[config.mk]
export PLATFORM = sky130hd
export DESIGN_NAME = cmp_evt_ctrl
export DESIGN_NICKNAME = d
export VERILOG_FILES = /design/src/rtl/cmp_evt_pkg.sv /design/src/rtl/cmp_evt_debounce.sv /design/src/rtl/cmp_evt_detect.sv /design/src/rtl/cmp_evt_regs.sv /design/src/rtl/cmp_evt_ctrl.sv
export SDC_FILE = /design/constraint.sdc
export NUM_CORES = 1
export LEC_CHECK = 0
export BUFFER_PORTS_ARGS = -buffer_cell sky130_fd_sc_hd__buf_4
export CAP_MARGIN = 25
export CELL_PAD_IN_SITES_DETAIL_PLACEMENT = 2
export CELL_PAD_IN_SITES_GLOBAL_PLACEMENT = 2
export CORE_ASPECT_RATIO = 0.5
export CORE_MARGIN = 10
export CORE_UTILIZATION = 28
export CTS_BUF_LIST = sky130_fd_sc_hd__clkbuf_16
export CTS_CLUSTER_DIAMETER = 100
export DETAILED_ROUTE_END_ITERATION = 10
export PLACE_DENSITY_LB_ADDON = 0.1
export SETUP_SLACK_MARGIN = 0.1
export SLEW_MARGIN = 20
export SYNTH_ARGS = -nofsm -noshare
export SYNTH_HDL_FRONTEND = slang
export SYNTH_SLANG_ARGS = --single-unit
[constraint.sdc]
create_clock -name clk -period 1.75 [get_ports clk]
set_input_delay 0.35 -clock clk [delete_from_list [all_inputs] [get_ports clk]]
set_output_delay 0.35 -clock clk [all_outputs]
set_load 0.02 [all_outputs]
[src/rtl/cmp_evt_pkg.sv]
package cmp_evt_pkg;

    localparam int REG_W  = 8;
    localparam int CHAN_W = 2;

    typedef enum logic [2:0] {
        TM_LEVEL_LO = 3'b000,
        TM_RISE     = 3'b001,
        TM_TOG_DB   = 3'b010,
        TM_RISE_DB  = 3'b011,
        TM_FALL     = 3'b100,
        TM_TOG      = 3'b101,
        TM_FALL_DB  = 3'b110,
        TM_LEVEL_HI = 3'b111
    } trig_mode_e;

    typedef struct packed {
        logic [CHAN_W-1:0] chan;
        logic              conn;
        logic              flag;
        logic              en;
        trig_mode_e        mode;
    } ctl_t;

    localparam logic [REG_W-1:0] CTL_RESET = 8'hC0;

endpackage

[src/rtl/cmp_evt_debounce.sv]
module cmp_evt_debounce (
    input  logic clk,
    input  logic rst_n,
    input  logic en,
    input  logic load,
    input  logic raw,
    input  logic tick,
    output logic acc
);

    typedef enum logic [1:0] {
        DB_LO      = 2'd0,
        DB_PEND_HI = 2'd1,
        DB_HI      = 2'd2,
        DB_PEND_LO = 2'd3
    } db_state_e;

    db_state_e state_q;
    db_state_e state_d;

    always_comb begin
        state_d = state_q;
        unique case (state_q)
            DB_LO: begin
                if (tick && raw) begin
                    state_d = DB_PEND_HI;
                end
            end
            DB_PEND_HI: begin
                if (tick) begin
                    state_d = raw ? DB_HI : DB_LO;
                end
            end
            DB_HI: begin
                if (tick && !raw) begin
                    state_d = DB_PEND_LO;
                end
            end
            DB_PEND_LO: begin
                if (tick) begin
                    state_d = raw ? DB_HI : DB_LO;
                end
            end
            default: state_d = DB_LO;
        endcase
    end

    always_ff @(posedge clk or negedge rst_n) begin
        if (!rst_n) begin
            state_q <= DB_LO;
        end else if (!en) begin
            state_q <= DB_LO;
        end else if (load) begin
            state_q <= raw ? DB_HI : DB_LO;
        end else begin
            state_q <= state_d;
        end
    end

    always_comb begin
        acc = (state_q == DB_HI) || (state_q == DB_PEND_LO);
    end

endmodule

[src/rtl/cmp_evt_detect.sv]
module cmp_evt_detect
    import cmp_evt_pkg::*;
(
    input  logic       clk,
    input  logic       rst_n,
    input  logic       en,
    input  trig_mode_e mode,
    input  logic       raw,
    input  logic       tick,
    output logic       gated,
    output logic       rise,
    output logic       acc,
    output logic       set_flag
);

    logic en_prev_q;
    logic g_prev_q;
    logic a_prev_q;
    logic hit;

    always_comb begin
        gated = raw & en;
        rise  = en & ~en_prev_q;
    end

    cmp_evt_debounce u_db (
        .clk  (clk),
        .rst_n(rst_n),
        .en   (en),
        .load (rise),
        .raw  (gated),
        .tick (tick),
        .acc  (acc)
    );

    always_ff @(posedge clk or negedge rst_n) begin
        if (!rst_n) begin
            en_prev_q <= 1'b0;
            g_prev_q  <= 1'b0;
            a_prev_q  <= 1'b0;
        end else begin
            en_prev_q <= en;
            g_prev_q  <= gated;
            a_prev_q  <= rise ? gated : acc;
        end
    end

    always_comb begin
        hit = 1'b0;
        unique case (mode)
            TM_LEVEL_LO: hit = ~gated;
            TM_LEVEL_HI: hit = gated;
            TM_RISE:     hit = gated & ~g_prev_q;
            TM_FALL:     hit = ~gated & g_prev_q;
            TM_TOG:      hit = gated ^ g_prev_q;
            TM_RISE_DB:  hit = acc & ~a_prev_q;
            TM_FALL_DB:  hit = ~acc & a_prev_q;
            TM_TOG_DB:   hit = acc ^ a_prev_q;
            default:     hit = 1'b0;
        endcase
        set_flag = en & ~rise & hit;
    end

endmodule

[src/rtl/cmp_evt_regs.sv]
module cmp_evt_regs
    import cmp_evt_pkg::*;
#(
    parameter int              ADDR_W   = 8,
    parameter logic [ADDR_W-1:0] REG_ADDR = 8'h24
) (
    input  logic              clk,
    input  logic              rst_n,
    input  logic              we,
    input  logic [ADDR_W-1:0] addr,
    input  logic [REG_W-1:0]  wdata,
    input  logic              set_flag,
    output ctl_t              ctl,
    output logic [REG_W-1:0]  rdata,
    output logic              wr_hit,
    output logic              misuse_err
);

    ctl_t ctl_q;
    ctl_t ctl_d;
    ctl_t wr_val;
    logic err_q;
    logic misuse;
    logic addr_hit;

    always_comb begin
        addr_hit = (addr == REG_ADDR);
        wr_hit   = we & addr_hit;
        wr_val   = ctl_t'(wdata);
        misuse   = wr_hit & ctl_q.conn & (wr_val.chan != ctl_q.chan);
        ctl_d    = ctl_q;
        if (wr_hit) begin
            ctl_d.chan = misuse ? ctl_q.chan : wr_val.chan;
            ctl_d.conn = wr_val.conn;
            ctl_d.en   = wr_val.en;
            ctl_d.mode = wr_val.mode;
            ctl_d.flag = wr_val.flag & ctl_q.flag;
        end
        if (set_flag) begin
            ctl_d.flag = 1'b1;
        end
    end

    always_ff @(posedge clk or negedge rst_n) begin
        if (!rst_n) begin
            ctl_q <= ctl_t'(CTL_RESET);
            err_q <= 1'b0;
        end else begin
            ctl_q <= ctl_d;
            err_q <= err_q | misuse;
        end
    end

    always_comb begin
        ctl        = ctl_q;
        misuse_err = err_q;
        rdata      = addr_hit ? REG_W'(ctl_q) : '0;
    end

endmodule

[src/rtl/cmp_evt_ctrl.sv]
module cmp_evt_ctrl
    import cmp_evt_pkg::*;
#(
    parameter int                ADDR_W   = 8,
    parameter logic [ADDR_W-1:0] REG_ADDR = 8'h24
) (
    input  logic              clk,
    input  logic              rst_n,
    input  logic              bus_we,
    input  logic [ADDR_W-1:0] bus_addr,
    input  logic [7:0]        bus_wdata,
    output logic [7:0]        bus_rdata,
    input  logic              cmp_raw,
    input  logic              sample_tick,
    input  logic              irq_en,
    output logic [1:0]        chan_sel,
    output logic              inputs_connect,
    output logic              cmp_gated,
    output logic              irq,
    output logic              misuse_err
);

    ctl_t ctl;
    logic set_flag;
    logic wr_hit;
    logic en_rise;
    logic db_acc;
    logic ctl_en;
    logic ctl_flag;

    cmp_evt_regs #(
        .ADDR_W  (ADDR_W),
        .REG_ADDR(REG_ADDR)
    ) u_regs (
        .clk       (clk),
        .rst_n     (rst_n),
        .we        (bus_we),
        .addr      (bus_addr),
        .wdata     (bus_wdata),
        .set_flag  (set_flag),
        .ctl       (ctl),
        .rdata     (bus_rdata),
        .wr_hit    (wr_hit),
        .misuse_err(misuse_err)
    );

    always_comb begin
        ctl_en   = ctl.en;
        ctl_flag = ctl.flag;
    end

    cmp_evt_detect u_det (
        .clk     (clk),
        .rst_n   (rst_n),
        .en      (ctl_en),
        .mode    (ctl.mode),
        .raw     (cmp_raw),
        .tick    (sample_tick),
        .gated   (cmp_gated),
        .rise    (en_rise),
        .acc     (db_acc),
        .set_flag(set_flag)
    );

    always_comb begin
        chan_sel       = ctl.chan;
        inputs_connect = ctl.conn;
        irq            = ctl_flag & irq_en;
    end

endmodule

==> qor.txt <==
Root Buffer -> clkbuf_16
pin slew with the least headroom to its limit -> 0.483 ns
synth unique cells -> 27
post-synthesis cell count -> 77
status -> complete, no violations
global placement routability congestion -> 0.729
critical-path cell list -> buf_4 > nor4b_4 > buf_6 > and3_2 > buf_4
initial drt markers -> 20
final setup margin -> 0.148 ns
max cap viols -> 0
initial antenna violation count -> 0
sw power -> 0.206 mW
cell depth of the worst min-delay path -> 2
Setup Skew -> 0.00174 ns
sequential cell area -> 353 um^2
Crit path depth -> 5
most common library cells after synthesis -> dfrtp_1 (12), and3_2 (8), mux2_2 (6)
count leader, synth -> dfrtp_1
pwr dens -> 719 nW/um^2
Peak VDD IR -> 0.367 mV
initial core utilization -> 0.291
final setup fails -> 0
max_slew headroom -> 0.675
RSZ-0062 raised after global routing -> yes
layout cells sized above 1 -> 0.552
GRT overflow -> 0
worst-skew pair later-pin latency -> 0.25 ns
I/O Buffers -> 35
Num CTS Buffers -> 3
DP Wirelength -> 2.30 mm
post-route ant nets -> 0
Clock Power Share -> 0.485
number of synthesized flops with an enable pin -> 0
via count -> 729
row count -> 14
Hold Path Class -> input port to flop
Multi-input gate area -> 472 um^2
GRT Overall Usage -> 0.101
area grow syn2layout -> 46.8%
drt via density -> 4.67
drt first pass iters -> 4
Die Ht -> 59.3 um
CTS tree -> built
Arr. time, crit path -> 1.25 ns
CP max stage cell -> nor4b_4
Sw Share -> 0.225
clock sinks -> 14
ANT cells -> 0
Yosys top cell by area -> dfrtp_1
placeable core region -> 2980 um^2
largest net degree at the start of global routing -> 15
post-route setup TNS -> 0 ns
crit path time final -> 1.60 ns
WL per Instance -> 17.7 um
Max Freq -> 0.624 GHz
Hold Vio Cnt, Final -> 0
die width -> 98.6 um
synth top area cells -> dfrtp_1 (35%), mux2_2 (7.8%), and3_2 (6.9%), dfstp_2 (6.1%), ha_1 (5.8%)
first-pass GRT wire length -> 4.65 mm
WHS -> 0.340 ns
Buf+Inv Stages, Crit Path -> 3
Total Wirelength -> 2.76 mm
Startpoint Class -> input port
share of power burned in registers -> 0.387
Most used DFF post-synth -> dfrtp_1
final core occ -> 0.427
fraction of the yosys area taken by sequential cells -> 0.408
vias in the first global route -> 907
drt drc -> 0
top cell type's share of synthesized area -> 0.347
syn_nets -> 103
average cell area after synthesis -> 11.2 um^2
H-tree levels -> 1
final worst-path cycle share -> 0.915
Post-Syn Area -> 866 um^2
worst endpoint required time -> 1.40 ns
critical setup path kind -> input port to primary output
Die ar. -> 5850 um^2
Synth Warn # -> 0
FF+latch count, synth -> 14
filler instances -> 321
Max clock buf depth -> 2
nets@finish -> 143
Crit Path Max Fanout -> 9
Int Power -> 0.708 mW
Lkg Pwr -> 0.651 nW
CP top delay family -> simple AND/OR/NAND/NOR gates
dpl ws -> 0.0777 ns
crit path capture type -> primary output
clock-pin slew on the worst setup and hold paths -> 0.05 ns
combinational fraction of design power -> 0.128
Register-to-Register Path Depth -> 4
Synth async-reset ratio -> 1.00
most frequent cell on the critical path -> buf_4
Final Max Tran Viols -> 0
slowest stage delay, CP -> 0.29 ns
I/O pins -> 36
Setup Fix Bufs, Post-CTS -> 0
stage by stage:
step | power [mW] | instances | cell area, um^2
floorplan | 0.402 | 77 | 866
global placement | 0.467 | 151 | 1180
detailed placement | 0.477 | 151 | 1180
CTS | 0.938 | 156 | 1270
global route | 0.972 | 156 | 1270
finish | 0.913 | 156 | 1270
per-layer routing:
metal,vias to the layer above,track usage,share of wire
met3,2,0.0477,0.083
met5,-,0,0
met1,356,0.103,0.41
li1,347,-,-
met2,24,0.188,0.50
met4,0,0.0183,0.0047
cell usage in the layout, fill, tap and decap left out, types with 3 or more instances in the layout:
master and count:
a21oi_1 4, and2_1 3, and3_2 8, buf_4 37, clkbuf_16 3, dfrtp_1 12
ha_1 4, inv_1 5, mux2_2 6, nand2_1 4, o21ai_0 4, xor2_1 3
layout make-up:
type	count	share of cell area
clock buffer	3	0.0591
clock inverter	1	0.00295
inverter	5	0.0148
multi-input combinational	54	0.371
sequential	14	0.278
tap	40	0.0394
timing repair buffer	39	0.235
worst reg2reg max path, cell delays in order, from the launching register on:
cell and delay (ns):
dfstp_2 0.56, xor2_1 0.07, o21ai_0 0.41, nand2b_4 0.10, mux2_4 0.30
state kept, by name (all words and copies together) (netlist names):
name                flops
u_regs.misuse_err       1
u_det.en_prev_q         1
u_det.g_prev_q          1
u_regs.ctl              8
u_det.a_prev_q          1
u_det.u_db.state_q      2
cell families after synthesis:
kind of cell	count (synthesis)	synth area share
buffers and inverters	9	0.0477
AND/OR/NAND/NOR	24	0.234
multiplexers	8	0.113
adder cells (fa/ha/maj)	4	0.0578
AO/OA/AOI/OAI	15	0.110
XOR/XNOR	3	0.0304
flip-flops	14	0.408
timing repair:
action,in CTS,in global routing
hold buffers,1,0
endpoints found under the setup margin,0,7
gates resized for setup,0,2
endpoints found under the hold margin,12,0
power by group through the flow:
stage	clock [mW]	sequential [mW]	combinational (mW)
after floorplan	0	0.355	0.0469
after global placement	0	0.358	0.109
after detailed placement	0	0.359	0.117
after CTS	0.464	0.354	0.119
after global routing	0.484	0.357	0.130
final	0.443	0.354	0.117
final timing paths:
path                              startpoint                     to  slack, ns
max in group asynchronous              rst_n          u_regs.ctl[7]       1.02
max reg2reg                    u_regs.ctl[7]          u_regs.ctl[7]       0.23
min in group asynchronous              rst_n  u_det.u_db.state_q[1]       0.49
min                             bus_wdata[1]          u_regs.ctl[1]       0.34
min reg2reg                u_regs.misuse_err      u_regs.misuse_err       0.48
max                              bus_addr[1]           bus_rdata[6]       0.15
(Power assumes the default switching activity.)
